**src/rtl/vl_alias_pkg.sv**
```systemverilog
package vl_alias_pkg;
    localparam int REG_IDX_W  = 5;
    localparam int INSTR_W    = 32;
    localparam int CSR_ADDR_W = 12;
    localparam int FUNCT3_W   = 3;
    localparam int OPC_W      = 7;

    localparam logic [OPC_W-1:0]    OPC_SYSTEM = 7'b1110011;
    localparam logic [OPC_W-1:0]    OPC_OP_IMM = 7'b0010011;
    localparam logic [FUNCT3_W-1:0] F3_CSR_SET = 3'b010;
    localparam logic [FUNCT3_W-1:0] F3_ADDI    = 3'b000;

    typedef logic [REG_IDX_W-1:0] reg_idx_t;

    typedef enum logic [0:0] {
        ALIAS_NONE = 1'b0,
        ALIAS_LIVE = 1'b1
    } alias_state_t;

    typedef struct packed {
        logic [CSR_ADDR_W-1:0] imm;
        reg_idx_t              rs1;
        logic [FUNCT3_W-1:0]   f3;
        reg_idx_t              rd;
        logic [OPC_W-1:0]      opc;
    } itype_t;
endpackage

```
**src/rtl/vl_alias_track.sv**
```systemverilog
module vl_alias_track
    import vl_alias_pkg::*;
(
    input  logic     clk,
    input  logic     rst_n,
    input  logic     setvl_valid,
    input  reg_idx_t setvl_rd,
    output reg_idx_t alias_eff,
    output logic     alias_live
);
    alias_state_t state_q, state_d;
    reg_idx_t     alias_q;

    always_ff @(posedge clk or negedge rst_n) begin
        if (!rst_n) state_q <= ALIAS_NONE;
        else        state_q <= state_d;
    end

    always_ff @(posedge clk or negedge rst_n) begin
        if (!rst_n)           alias_q <= '0;
        else if (setvl_valid) alias_q <= setvl_rd;
    end

    // Transitions: BIND, UNBIND, REBIND
    always_comb begin
        state_d = state_q;
        unique case (state_q)
            ALIAS_NONE: if (setvl_valid && setvl_rd != '0) state_d = ALIAS_LIVE;
            ALIAS_LIVE: if (setvl_valid && setvl_rd == '0) state_d = ALIAS_NONE;
            default:    state_d = ALIAS_NONE;
        endcase
    end

    // Outputs forward a same-cycle notification
    always_comb begin
        if (setvl_valid) begin
            alias_eff  = setvl_rd;
            alias_live = (setvl_rd != '0);
        end else begin
            alias_eff  = alias_q;
            alias_live = (state_q == ALIAS_LIVE);
        end
    end

    a_r6_alias_load: assert property (@(posedge clk) disable iff (!rst_n)
        setvl_valid |=> alias_q == $past(setvl_rd));
    a_r10_alias_hold: assert property (@(posedge clk) disable iff (!rst_n)
        !setvl_valid |=> $stable(alias_q));
    a_r5_none_is_x0: assert property (@(posedge clk) disable iff (!rst_n)
        (state_q == ALIAS_NONE) |-> (alias_q == '0));
    a_r6_live_nonzero: assert property (@(posedge clk) disable iff (!rst_n)
        (state_q == ALIAS_LIVE) |-> (alias_q != '0));
endmodule

```
**src/rtl/vl_csr_match.sv**
```systemverilog
module vl_csr_match
    import vl_alias_pkg::*;
#(
    parameter logic [CSR_ADDR_W-1:0] VL_CSR_ADDR = 12'hC20
) (
    input  logic [CSR_ADDR_W-1:0] csr,
    input  reg_idx_t              rs1,
    input  logic [FUNCT3_W-1:0]   f3,
    input  logic [OPC_W-1:0]      opc,
    output logic                  is_vl_read
);
    always_comb begin
        is_vl_read = (opc == OPC_SYSTEM) && (f3 == F3_CSR_SET)
                  && (rs1 == '0) && (csr == VL_CSR_ADDR);
    end
endmodule

```
**src/rtl/vl_move_build.sv**
```systemverilog
module vl_move_build
    import vl_alias_pkg::*;
(
    input  itype_t   in_word,
    input  logic     do_swap,
    input  reg_idx_t alias_reg,
    output itype_t   out_word
);
    always_comb begin
        if (do_swap) begin
            out_word.imm = '0;
            out_word.rs1 = alias_reg;
            out_word.f3  = F3_ADDI;
            out_word.rd  = in_word.rd;
            out_word.opc = OPC_OP_IMM;
        end else begin
            out_word = in_word;
        end
    end
endmodule

```
**src/rtl/vl_alias_rewrite.sv**
```systemverilog
module vl_alias_rewrite
    import vl_alias_pkg::*;
#(
    parameter logic [CSR_ADDR_W-1:0] VL_CSR_ADDR = 12'hC20
) (
    input  logic               clk,
    input  logic               rst_n,
    input  logic               setvl_valid,
    input  logic [4:0]         setvl_rd,
    input  logic               in_valid,
    output logic               in_ready,
    input  logic [INSTR_W-1:0] in_instr,
    output logic               out_valid,
    input  logic               out_ready,
    output logic [INSTR_W-1:0] out_instr,
    output logic               out_rewritten
);
    itype_t   in_word, out_word;
    reg_idx_t alias_eff;
    logic     alias_live;
    logic     is_vl_read;
    logic     do_swap;

    assign in_word = itype_t'(in_instr);

    vl_alias_track u_track (
        .clk        (clk),
        .rst_n      (rst_n),
        .setvl_valid(setvl_valid),
        .setvl_rd   (setvl_rd),
        .alias_eff  (alias_eff),
        .alias_live (alias_live)
    );

    vl_csr_match #(.VL_CSR_ADDR(VL_CSR_ADDR)) u_match (
        .csr       (in_word.imm),
        .rs1       (in_word.rs1),
        .f3        (in_word.f3),
        .opc       (in_word.opc),
        .is_vl_read(is_vl_read)
    );

    assign do_swap = is_vl_read && alias_live;

    vl_move_build u_build (
        .in_word  (in_word),
        .do_swap  (do_swap),
        .alias_reg(alias_eff),
        .out_word (out_word)
    );

    always_comb begin
        out_instr     = out_word;
        out_valid     = in_valid;
        in_ready      = out_ready;
        out_rewritten = in_valid && do_swap;
    end

    a_r8_handshake: assert property (@(posedge clk) disable iff (!rst_n)
        (out_valid == in_valid) && (in_ready == out_ready));
    a_r9_flag_needs_valid: assert property (@(posedge clk) disable iff (!rst_n)
        out_rewritten |-> out_valid);
    a_r3_passthrough: assert property (@(posedge clk) disable iff (!rst_n)
        (out_valid && !out_rewritten) |-> (out_instr == in_instr));
    a_r2_move_shape: assert property (@(posedge clk) disable iff (!rst_n)
        out_rewritten |-> (out_instr[6:0] == 7'b0010011 && out_instr[14:12] == 3'b000
                           && out_instr[11:7] == in_instr[11:7] && out_instr[31:20] == 12'h000
                           && out_instr[19:15] != 5'd0));
endmodule

```
**config.mk**
```make
export PLATFORM = sky130hd
export DESIGN_NAME = vl_alias_rewrite
export DESIGN_NICKNAME = d
export VERILOG_FILES = /design/src/rtl/vl_alias_pkg.sv /design/src/rtl/vl_alias_track.sv /design/src/rtl/vl_csr_match.sv /design/src/rtl/vl_move_build.sv /design/src/rtl/vl_alias_rewrite.sv
export SDC_FILE = /design/constraint.sdc
export NUM_CORES = 1
export LEC_CHECK = 0
export ABC_CLOCK_PERIOD_IN_PS = 5000
export CORE_ASPECT_RATIO = 0.8
export CORE_UTILIZATION = 27
export DETAILED_ROUTE_END_ITERATION = 16
export PLACE_DENSITY_LB_ADDON = 0.08
export RECOVER_POWER = 25
export SKIP_CTS_REPAIR_TIMING = 1
export SYNTH_ARGS = -nofsm -noshare
export SYNTH_HDL_FRONTEND = slang
export SYNTH_SLANG_ARGS = --single-unit
export TNS_END_PERCENT = 1
```
**constraint.sdc**
```tcl
create_clock -name clk -period 5 [get_ports clk]
set_input_delay 1 -clock clk [delete_from_list [all_inputs] [get_ports clk]]
set_output_delay 1 -clock clk [all_outputs]
set_load 0.05 [all_outputs]
```
* Word level (Yosys, flattened, before mapping)
Index checks and enable logic that the tools add are counted.
Operators by class: equal/unequal tests 3, multiplexer cells 6, bitwise logic cells 1, reductions and logical operators 10
Operators with widths (count):
- 32-bit 2-to-1 mux | 1
- 12-bit == test (second input constant) | 1
- 5-bit logical NOT | 2
- 7-bit == test (second input constant) | 1
- 1-bit logical AND | 7
- 5-bit 2-to-1 mux | 1
- 5-bit nonzero test | 1
- 3-bit by 2-bit == test with 1-bit output (second input constant) | 1
- 1-bit 2-to-1 mux | 3
- 1-bit case mux with 2 select lines | 1
- 1-bit NOT | 1
Word-level totals: register bits after elaboration 6, output and inout bits 35

* Logic depth before layout (Yosys ltp)
Gate-level depths: netlist of the first run.
depth in word-level cells 6, depth in mapped cells 5, depth with buffers taken out 3

* By module
Synthesis of the first run repeated with hierarchy kept, for this count alone.
Second synthesis, totals: cell total of the unflattened synthesis 65, area total of the unflattened synthesis 640.6 um^2
Modules (own cells, without submodules):
- vl_move_build | times used 1, cells each 35, area each 259.0 um^2, seq. area each 0.0 um^2
- vl_alias_track | times used 1, cells each 16, area each 255.2 um^2, seq. area each 150.1 um^2
- vl_csr_match | times used 1, cells each 10, area each 98.8 um^2, seq. area each 0.0 um^2
- vl_alias_rewrite | times used 1, cells each 4, area each 27.5 um^2, seq. area each 0.0 um^2

* Least setup slack after synthesis of the first run
OpenSTA, ideal clock, no wires.
path kind input to output, start in in_instr[23], end out out_instr[15], arrival time 2474 ps, data required time 4000 ps, path slack 1526 ps, cell stages on the path 4, cell sequence or4b_4 -> nor4_4 -> buf_6 -> a41o_1
On the way: longest elaborated chain between the ends 4
Ends and longest elaborated chain:
- start, declared | line vl_alias_rewrite.sv:12 | input logic [INSTR_W-1:0] in_instr,
- 12-bit == test | line vl_csr_match.sv:14 | && (rs1 == '0) && (csr == VL_CSR_ADDR);
- 1-bit logical AND | line vl_csr_match.sv:14
- 1-bit logical AND | line vl_alias_rewrite.sv:43 | assign do_swap = is_vl_read && alias_live;
- 32-bit 2-to-1 mux | line vl_move_build.sv:10 | if (do_swap) begin
- end, declared | line vl_alias_rewrite.sv:15 | output logic [INSTR_W-1:0] out_instr,
No other way between the ends.

* Final worst setup path of the first run
start in in_instr[16], end out out_instr[6]
On the way: longest elaborated chain between the ends 5
Ends and longest elaborated chain (line):
- 5-bit logical NOT | vl_csr_match.sv:14
- 1-bit logical AND (2 in a row) | vl_csr_match.sv:14
- 1-bit logical AND | vl_alias_rewrite.sv:43
- 32-bit 2-to-1 mux | vl_move_build.sv:10
No other way between the ends.

==> results.txt, run 1 <==
The post-synthesis to final-layout area growth came out at 88.8%. The worst setup path is launched from an input pin. The worst register-to-register path begins at u_track.state_q$_DFF_PN0_. The starting density of the core came out at roughly 30%.

The count of endpoints failing setup in the final report is 0. Measured along the x axis, the die boundary spans 54.9 um. The aggregate routed wire length is around 2000 um. Adding up every negative setup slack in the final design gives 0 ps.

After routing the design area is 1140 um2. Max-cap violations in this run came to 0. Grouping stages by cell kind, the critical path spends the most delay in buffers and inverters. The fmax is between 200 and 250 MHz. The overall track demand over capacity in global routing came out at about 17%.

The number of sinks handled by clock tree synthesis is 6. The overflow left after global routing came out at 0. The die outline height came out at 44.3 um. The critical path required time is about 4000 ps. The final count of pins violating max slew is 0. Counting both buffers and inverters, the worst setup path holds a total of 2. The final antenna diode count is 0. For this design the total switching power over the nets is 0.0811 mW.

The clock network latency to the later pin of the worst-skew pair came out at approximately 240 ps. Along the worst hold path, the cell count comes to 1. The number of cells produced by synthesis came out at 69.

The number of global-route vias before repair was between 600 and 700. The final critical-path required period came out at 4580 ps. Synthesis instantiated 19 different standard cells from the library. Clock-pin slew was measured on the worst setup and hold paths at ~50 ps. The worst ir drop on vdd is 0.000137 V. The total number of vias is between 600 and 700.

The largest individual stage delay along the critical path comes from the cell sky130_fd_sc_hd__clkdlybuf4s50_1. The headroom to the max-slew limit is a little under three fifths. The internal power came out at 0.129 mW. Walking the worst path, the cells encountered are clkdlybuf4s50_1 > or4_1 > nor4_4 > a31oi_1 > clkdlybuf4s50_1. The post-synthesis sequential area ratio is approximately a quarter.

The transition time of the tightest slew-check pin came out at 647 ps. The detailed-route DRC error count came out at 0. The number of nets in the synthesized netlist is 111. The endpoint type of the worst setup path is an output pin. The proportion of total power due to net switching came out at approximately two fifths. Of all nets on the critical path, the largest fanout is 12. The number of endpoints with negative hold slack in the final report came to 0. The global-route wire length before repair is around 2900 um. The minimum setup slack among reg-to-reg paths is slightly above 4000 ps. The stage delay of the slowest cell on the critical path came out at between 700 and 800 ps. The synthesized design contains 6 register bits. Input and output buffers added on the ports amount to 64. The area share of fa/ha/maj cells after synthesis came out at 0%. The worst hold path begins at u_track.alias_q[2]$_DFF_PN0_. The number of vias per cell is approximately 4.9. Routability-driven placement finished with a final weighted congestion of 0.797.

The total design power is about 0.21 mW. After synthesis, the mean cell area works out to roughly 8.8 um2. In this run the cell area of the synthesized design comes to approximately 600 um2.

The boundary pin count came out at 77. The violation count after the first detailed-route iteration is 17. The detail-routed net length per standard cell is about 15 um. The worst hold endpoint is u_track.alias_q[2]$_DFF_PN0_. After Yosys synthesis, XOR and XNOR cells account for 0% of the synthesized area. STA puts the critical path data arrival time at approximately 3600 ps. The fraction of power consumed by sequential logic is about 26%.

Across all hold checks on the routed design, the worst slack comes to 479 ps. The depth of the worst register-to-register path came out at 2. The portion of the clock cycle consumed by the worst path in the final layout came out at roughly nine tenths.

The net total in the final layout came out at 154. The setup clock skew after layout is 0 ps. The number of antenna-violating nets in the routed design came out at 0. The Yosys step of the flow raised 0 warnings.

The share of the core filled with cells came out at about 57%. CTS built an H-tree with a depth of 1. The worst setup path is of the in2out kind. The largest total area in the synthesized netlist belongs to sky130_fd_sc_hd__dfrtp_1. The floorplan row count is 14. The top cell types in the final layout, fill and taps aside, are 56 x sky130_fd_sc_hd__clkdlybuf4s50_1, 7 x sky130_fd_sc_hd__a31oi_1, 7 x sky130_fd_sc_hd__buf_4.

The pin count of the biggest net entering global routing is 13. The buffer levels on the longest clock path came out at 2. The main combinational cell family by area after synthesis is buffers and inverters. The top cell type's share of synthesized area came out at 24.8%. Setup repair after global routing left no endpoint under its margin.

The relative contribution of the clock network to total power came out at between 20 and 25%. The number of antenna violations at the first check in global routing came out at 0. The die covers between 2000 and 2500 um2. The most common cell after layout, fill and taps aside is sky130_fd_sc_hd__clkdlybuf4s50_1. The total iterations of the first detailed-routing run is 3. By instance count, the cell type seen most on the critical path is sky130_fd_sc_hd__clkdlybuf4s50_1. The area fraction in compound gates after synthesis came out at between 10% and 20%. The placeable core region is 2000 um2. The area share of and/or/nand/nor cells after synthesis is 21.7%. The type of the tightest min-delay check is reg2reg. Of the cells placed in the final design, the portion with a size suffix greater than 1 is about 15%. Ranked by total cell area, the synthesized netlist is headed by sky130_fd_sc_hd__dfrtp_1 25%, sky130_fd_sc_hd__clkbuf_1 11%, sky130_fd_sc_hd__mux2_2 9.3%. The tree is rooted in a sky130_fd_sc_hd__clkbuf_4. For this design the ratio of total power to cell area is 184 nW/um2. After legalization and detailed placement, the total HPWL measured around 1600 um. The proportion of synthesized area in mux cells is around a tenth. The number of CTS-inserted buffers came out at 3.

In this run the critical register-to-register path is captured at u_track.state_q$_DFF_PN0_. In this run the cell area measured after placement is 1120 um2. The CTS tree is built. The share of power burned in combinational logic came out at 53.1%. The run finished with clean final reports. For this design the static power due to leakage is between 0.4 and 0.5 nW.
==> registers in the layout, indices dropped and copies added (netlist names) <==
name             cells
u_track.alias_q      5
u_track.state_q      1
==> worst register-to-register path, cell delays in order (launching register included) <==
cell and delay, ps:
sky130_fd_sc_hd__dfrtp_1 310, sky130_fd_sc_hd__nor2_1 40, sky130_fd_sc_hd__a31oi_1 410
==> worst max path at each step <==
stage,startpoint,to,slack (ps),depth (start not counted)
finish,in_instr[16],out_instr[6],420,5
global route,in_instr[4],out_instr[6],330,5
CTS,in_instr[23],out_instr[6],440,5
detailed placement,in_instr[23],out_instr[6],440,5
global placement,in_instr[23],out_instr[13],490,5
floorplan,in_instr[23],out_instr[15],1530,4
==> final cells by class <==
type	count	area, um2
clock buffer	3	22.5
fill	176	856
inverter	6	22.5
multi-input combinational	30	283
sequential	6	150
tap	24	30.0
timing repair buffer	65	633
==> stage by stage <==
stage	std cells	worst slack, ps
after floorplan	69	1530
after global placement	131	490
after detailed placement	131	441
after CTS	134	439
after global routing	134	332
final	134	422
==> power by group through the flow <==
stage	Combinational, mW	Clock, mW	Sequential (mW)
CTS	0.114	0.0466	0.0537
floorplan	0.0750	0	0.0542
finish	0.112	0.0451	0.0536
global placement	0.113	0	0.0543
detailed placement	0.113	0	0.0544
global route	0.117	0.0506	0.0542
==> per-layer routing <==
metal / wire (um) / vias to the layer above / track usage [%]
li1: - / 317 / -
met1: 737 / 295 / 19.5
met2: 984 / 44 / 27.7
met3: 206 / 4 / 6.53
met4: 24 / 0 / 6.50
met5: 0 / - / 0
==> logic make-up after synthesis <==
logic type	after synthesis
and+or+nand+nor	13
DFF	6
muxes	5
AOI/OAI and AO/OA	12
buffers and inverters	33
==> Yosys cell counts <==
| cell | count |
|---|---|
| sky130_fd_sc_hd__or4b_4 | 2 |
| sky130_fd_sc_hd__buf_4 | 7 |
| sky130_fd_sc_hd__nor4_4 | 2 |
| sky130_fd_sc_hd__or4bb_1 | 1 |
| sky130_fd_sc_hd__a41o_2 | 1 |
| sky130_fd_sc_hd__dfrtp_1 | 6 |
| sky130_fd_sc_hd__nand4b_1 | 1 |
| sky130_fd_sc_hd__mux2_2 | 5 |
| sky130_fd_sc_hd__nor2_1 | 2 |
| sky130_fd_sc_hd__nor3_1 | 1 |
| sky130_fd_sc_hd__dlygate4sd3_1 | 1 |
| sky130_fd_sc_hd__or4_1 | 2 |
| sky130_fd_sc_hd__a31oi_1 | 7 |
| sky130_fd_sc_hd__and4_2 | 1 |
| sky130_fd_sc_hd__buf_6 | 2 |
| sky130_fd_sc_hd__nand2_1 | 1 |
| sky130_fd_sc_hd__a41o_1 | 4 |
| sky130_fd_sc_hd__inv_1 | 6 |
| sky130_fd_sc_hd__clkbuf_1 | 17 |
Note: power is estimated with default switching activity, not from simulation.
==> run 2, diff against run 1 <==
--- a/config.mk
+++ b/config.mk
@@ -5,9 +5,9 @@
 export SDC_FILE = /design/constraint.sdc
 export NUM_CORES = 1
 export LEC_CHECK = 0
-export ABC_CLOCK_PERIOD_IN_PS = 5000
+export ABC_CLOCK_PERIOD_IN_PS = 5200
 export CORE_ASPECT_RATIO = 0.8
-export CORE_UTILIZATION = 27
+export CORE_UTILIZATION = 25
 export DETAILED_ROUTE_END_ITERATION = 16
 export PLACE_DENSITY_LB_ADDON = 0.08
 export RECOVER_POWER = 25
==> constraint.sdc (replaced) <==
create_clock -name clk -period 5.2 [get_ports clk]
set_input_delay 1.04 -clock clk [delete_from_list [all_inputs] [get_ports clk]]
set_output_delay 1.04 -clock clk [all_outputs]
set_load 0.05 [all_outputs]
==> run 2 against run 1 <==
Against the previous run:
- first-iteration DRC count unchanged
- cell count increased by 1.5%
- design area increased by 2.1%
- global-route usage decreased by 2.6 points
- critical path depth is the same
- clock skew is the same
- non-clock buffer count grew 1
- die area is 7.7% higher
- highest routed layer unchanged
- register-to-register slack improved by 340 ps
- the run now ends with design-rule violations left
- wire length decreased by 4.9%
- sequential cell count is the same
- worst setup slack better by 17 ps
==> results.txt, run 2 (synthesis gave the netlist of run 1 again) <==
The flow ran to the end, but the final reports show violations. The die covers 2620 um2. The post-route cell area is 1160 um2. The boundary pin count came out at 77. The kind of launch point of the worst setup path is an input pin. The number of CTS-inserted buffers is 3. The die is about 46 um tall. The total cell area at the placement stage is about 1100 um2.

The headroom to the max-slew limit came out at a little under three fifths. The buffer levels on the longest clock path came out at 2. The checks that failed: design-rule violations. The total number of vias came out at approximately 640.

The clock root buffer is sky130_fd_sc_hd__clkbuf_4. The number of antenna violations at the first check in global routing came to 0. The startpoint of the worst register-to-register path is u_track.alias_q[2]$_DFF_PN0_. The number of antenna-violating nets in the routed design came out at 0. The global-route wire length before repair came out at about 2800 um. The detailed-placement wirelength estimate is about 1500 um. Setup repair after global routing left no endpoint under its margin.

In the final layout, the registers with the most flip-flops are u_track.alias_q x5, u_track.state_q x1. The final worst hold slack came out at slightly below 500 ps. The count of buffers inserted at the top-level ports is 64. The final critical-path required period came out at 4760 ps. The number of global-route vias before repair was ~600. For this run, the total global-route usage over all layers was measured as around 14%.

The worst setup path is captured at an output pin. The die is approximately 57 um wide. The clock transition at the register clock pins on the worst setup and hold paths after CTS came out at ~50 ps. The fraction of final layout cells with drive strength greater than 1 came out at approximately 11%. The setup clock skew after layout is 0 ps.

The register containing the most flip-flops in the final layout is u_track.alias_q. The pin count of the biggest net entering global routing is 13. The top cell types in the final layout, fill and taps aside, are 62 x sky130_fd_sc_hd__clkdlybuf4s50_1, 7 x sky130_fd_sc_hd__a31oi_1, 6 x sky130_fd_sc_hd__inv_1, 6 x sky130_fd_sc_hd__dfrtp_1. The ratio of total power to cell area is roughly 170 nW/um2. The number of endpoints with negative hold slack in the final report is 0. The final-layout fill cell count came out at ~230.

The analysis attributes to cell leakage a power of roughly 0.48 nW. The clock network latency to the later pin of the worst-skew pair is around 240 ps. The starting density of the core is between 20 and 30%.

The data arrival time of the critical path is ~3700 ps. The detailed router finished its first iteration with 17 violations. The transition time of the tightest slew-check pin is approximately 640 ps. The portion of the clock cycle consumed by the worst path in the final layout is about 92%. In this run the number of H-tree levels came out at 1. The fmax is around 210 MHz.

The number of sinks handled by clock tree synthesis is 6. The library cell used most frequently in the layout, excluding fill and tap cells, is sky130_fd_sc_hd__clkdlybuf4s50_1. The core region is about 2200 um2. The worst-path maximum fanout is 12.

The routability-driven placement congestion ratio is around 0.65. The post-route setup TNS is 0 ps. The worst setup path is of the in2out kind. The repair_antennas step left the layout with diodes totalling 0. The critical path required time came out at between 4000 and 5000 ps. Relative to the synthesized area, the layout overhead comes to 92.8%. After global routing the overflow that remains totals 0. The floorplan row count is 15. In this run the most critical hold path is launched from u_track.alias_q[0]$_DFF_PN0_. The count of maximum capacitance violations came out at 0. The first detailed-routing pass ran for 10 iterations.

The CTS tree is built. The worst ir drop on vdd came out at 0.0000560 V. The detail-routed net length per standard cell is roughly 14 um. The detailed-route DRC error count came out at 10. The number of vias per cell came out at 4.72.

The aggregate routed wire length is 1860 um. The register with the most flip-flops in the layout has 5 of them. Setup violations remaining at the end of the flow were counted as 0. The type of the tightest min-delay check is reg2reg. The final count of pins violating max slew is 0.

The most critical setup path has its startpoint at in_instr[27]. The net total in the final layout is roughly 160.
[run 2: changes by cell type in the layout (fill, tap and decap cells not counted), sizes merged]
cell / delta
buf: -5
clkdlybuf4s50: +6
[run 2: critical path, cell delays in order]
cell and delay, ps:
sky130_fd_sc_hd__clkdlybuf4s50_1 420, sky130_fd_sc_hd__or4b_4 550, sky130_fd_sc_hd__nor4_4 610, sky130_fd_sc_hd__and4_2 300
sky130_fd_sc_hd__clkdlybuf4s50_1 790
[run 2: final timing paths]
kind,to,slack [ps],depth (start not counted)
worst max-delay path,out_rewritten,440,5
worst min-delay path,u_track.alias_q[0]$_DFF_PN0_,490,1
worst max register to register,u_track.alias_q[2]$_DFF_PN0_,4410,1
worst min register to register,u_track.alias_q[0]$_DFF_PN0_,490,1
max in group asynchronous,u_track.state_q$_DFF_PN0_,3840,1
min in group asynchronous,u_track.alias_q[3]$_DFF_PN0_,1120,1
[run 2: stage by stage]
stage / std cells / setup slack, ps / power [mW] / utilization [%]
after global routing: 136 / 340 / 0.214 / 52.6
after global placement: 133 / 470 / 0.161 / 51.6
after floorplan: 69 / 1650 / 0.124 / -
final: 136 / 439 / 0.203 / 52.6
after CTS: 136 / 448 / 0.207 / 52.6
after detailed placement: 133 / 452 / 0.162 / 51.6
[run 2: power breakdown]
group	leakage [nW]	switching, mW	total, mW	internal [mW]
combinational	0.397	0.0597	0.108	0.0482
clock	0.0138	0.0173	0.0434	0.0261
sequential	0.0674	0.000926	0.0517	0.0508
[run 2: cell type report]
type | count | area (um2) | area share, %
repair buffers | 66 | 656 | 56.3
multi-input cells | 30 | 283 | 24.3
flip-flops and latches | 6 | 150 | 12.9
well taps | 25 | 31.3 | 2.69
clock buffers | 3 | 22.5 | 1.93
inverters | 6 | 22.5 | 1.93
[run 2: metal layers]
| metal | up-vias | track usage [%] | wire [um] |
|---|---|---|---|
| met5 | - | 0 | 0 |
| li1 | 314 | - | - |
| met4 | 0 | 6.34 | 12 |
| met2 | 42 | 22.4 | 837 |
| met1 | 284 | 18.4 | 839 |
| met3 | 2 | 3.98 | 167 |
==> run 3, diff against run 2 <==
==> constraint.sdc (replaced) <==
create_clock -name clk -period 5.2 [get_ports clk]
set_input_delay 1.04 -clock clk [delete_from_list [all_inputs] [get_ports clk]]
set_output_delay 1.04 -clock clk [all_outputs]
set_load 0.01 [all_outputs]
==> run 3 against run 2 <==
Against the previous run:
- the flow still finishes with violations (design-rule violations)
- clock-buffer cell count stayed put
- cell count fell by 0.74%
- utilization shrank 0.34 points
- via count is 1.7% lower
- critical path type unchanged
- critical endpoint unchanged
- largest cell class unchanged
==> results.txt, run 3 (synthesis gave the netlist of run 1 again) <==
The flow ran to the end, but the final reports show violations. The final reports fail on design-rule violations. The clock root buffer is sky130_fd_sc_hd__clkbuf_4. After detailed routing, the average wire length per cell comes to between 10 and 15 um. The ratio of total power to cell area came out at ~140 nW/um2. The reported leakage power came out at around 0.47 nW. The clock transition at the register clock pins on the worst setup and hold paths after CTS came out at 40 ps.

The aggregate routed wire length came out at roughly 1800 um. The worst ir drop on vdd came out at approximately 0.00008 V. The post-route setup TNS came out at 0 ps.

The smallest clock period supported by the final layout is computed as ~4500 ps. The total iterations of the first detailed-routing run is 10. The endpoint type of the worst setup path is an output pin.

Measured against its own limit, the worst slew margin works out to 58.8%. The chip width is roughly 57 um. The register with the most flip-flops in the layout has 5 of them. After detailed placement, the design holds a cell count of around 130. The final antenna diode count came out at 0. The number of sinks handled by clock tree synthesis came out at 6. The global-route wire length before repair came out at roughly 2700 um.

The share of the core filled with cells is 52.3%. The region available for standard cell placement spans around 2200 um2. The boundary pin count came out at between 70 and 80. The non-filler instance count after layout is 135. In this run the critical register-to-register path is launched from u_track.state_q$_DFF_PN0_. The count of buffers inserted at the top-level ports is between 60 and 70. The setup slack at placement came out at about 700 ps. The number of antenna-violating nets in the routed design came out at 0. In the final design database the tool counted ~150 nets.

u_track.alias_q holds more flip-flops than any other register. The detailed-route DRC error count came out at 10. The clock network latency to the later pin of the worst-skew pair came out at between 200 and 250 ps. The worst-path maximum fanout came out at 12. Data on the critical path is required at its endpoint by between 4000 and 5000 ps.

The post-synthesis to final-layout area growth came out at 91.5%. The largest registers in the layout are u_track.alias_q x5, u_track.state_q x1. The number of global-route vias before repair is between 600 and 700. The pin count of the biggest net entering global routing came out at 14.

The die outline height is around 46 um. In the layout the commonest cells are 62 x sky130_fd_sc_hd__clkdlybuf4s50_1, 7 x sky130_fd_sc_hd__a31oi_1, 6 x sky130_fd_sc_hd__inv_1, 6 x sky130_fd_sc_hd__dfrtp_1, 4 x sky130_fd_sc_hd__a41o_1. Setup violations remaining at the end of the flow were counted as 0. Tracing the worst setup path back leads to its startpoint at in_instr[23]. The type of the tightest min-delay check is reg2reg.

The data arrival time of the critical path came out at around 3500 ps. The total number of H-tree levels came out at 1. The post-route netlist has 10.9% of its cells at a drive strength greater than 1. The starting density of the core came out at 27.3%.

The tool flagged a number of max-cap violations equal to 0. The portion of the clock cycle consumed by the worst path in the final layout is between 80 and 90%. The depth of the worst register-to-register path is 3. The final count of pins violating max slew is 0.

The number of CTS-inserted buffers is 3. The total number of vias came out at around 630. In the routed layout, each cell is associated on average with a via count of 4.67. The CTS tree is built. STA classifies the critical path startpoint as an input pin. The floorplan row count is 15.

The floorplan step defined a die boundary enclosing between 2000 and 3000 um2. The routability-driven placement congestion ratio is between 0.6 and 0.7. The transition time of the tightest slew-check pin came out at roughly 600 ps. No sink is reached through more buffers than the 2 on the longest clock path. After layout, the worst setup slack is 704 ps.

The violation count after the first detailed-route iteration came out at 21. The endpoint of the lowest-slack register-to-register path is u_track.state_q$_DFF_PN0_. Leaving out fill and tap cells, the most frequent cell in the layout is sky130_fd_sc_hd__clkdlybuf4s50_1.

In this run the worst setup path terminates at out_rewritten. In this run the register-to-register setup slack is roughly 4400 ps. Global routing finished with a remaining overflow of 0. The number of endpoints with negative hold slack in the final report is 0.

The kind of critical path is in2out. Setup repair after global routing left no endpoint under its margin. The fmax came out at 222 MHz. The setup clock skew after layout is 0 ps. The number of antenna violations at the first check in global routing came out at 0.

The overall track demand over capacity in global routing came out at between 10 and 15%.
run 3: through the flow:
stage	hold WS, ps	total power [mW]	instance area, um2
6_report	489	0.166	1160
2_1_floorplan	472	0.0818	604
5_1_grt	504	0.178	1160
3_3_place_gp	482	0.127	1130
4_1_cts	496	0.170	1160
3_5_place_dp	488	0.127	1130
run 3: worst max-delay path: stages:
cell	delay, ps
sky130_fd_sc_hd__clkdlybuf4s50_1	420
sky130_fd_sc_hd__or4b_4	550
sky130_fd_sc_hd__nor4_4	610
sky130_fd_sc_hd__and4_2	310
sky130_fd_sc_hd__clkdlybuf4s50_1	530
run 3: worst min-delay path by stage:
stage,to,cells past startpoint,start,slack (ps)
6_report,u_track.alias_q[1]$_DFF_PN0_,1,u_track.alias_q[1]$_DFF_PN0_,490
5_1_grt,u_track.alias_q[0]$_DFF_PN0_,1,u_track.alias_q[0]$_DFF_PN0_,500
4_1_cts,u_track.alias_q[2]$_DFF_PN0_,1,u_track.alias_q[2]$_DFF_PN0_,500
3_5_place_dp,u_track.alias_q[2]$_DFF_PN0_,1,u_track.alias_q[2]$_DFF_PN0_,490
3_3_place_gp,u_track.alias_q[2]$_DFF_PN0_,1,u_track.alias_q[2]$_DFF_PN0_,480
2_1_floorplan,u_track.alias_q[0]$_DFF_PN0_,1,u_track.alias_q[0]$_DFF_PN0_,470
run 3: where the power goes:
| group | total [mW] | switching [mW] | internal (mW) | leakage, nW |
|---|---|---|---|---|
| logic | 0.0728 | 0.0243 | 0.0485 | 0.391 |
| registers | 0.0516 | 0.000768 | 0.0509 | 0.0674 |
| clock network | 0.0414 | 0.0154 | 0.0260 | 0.0138 |
run 3: layer usage:
metal	wire length, um	vias up	track usage, %
met5	0	-	0
met4	12	0	4.88
met3	216	2	5.97
met2	778	46	21.4
met1	772	266	17.5
li1	-	317	-
run 3: layout make-up:
class | count | area (um2)
multi-input cells | 30 | 283
well taps | 25 | 31.3
fillers | 217 | 1060
repair buffers | 65 | 648
flip-flops and latches | 6 | 150
clock buffers | 3 | 22.5
inverters | 6 | 22.5
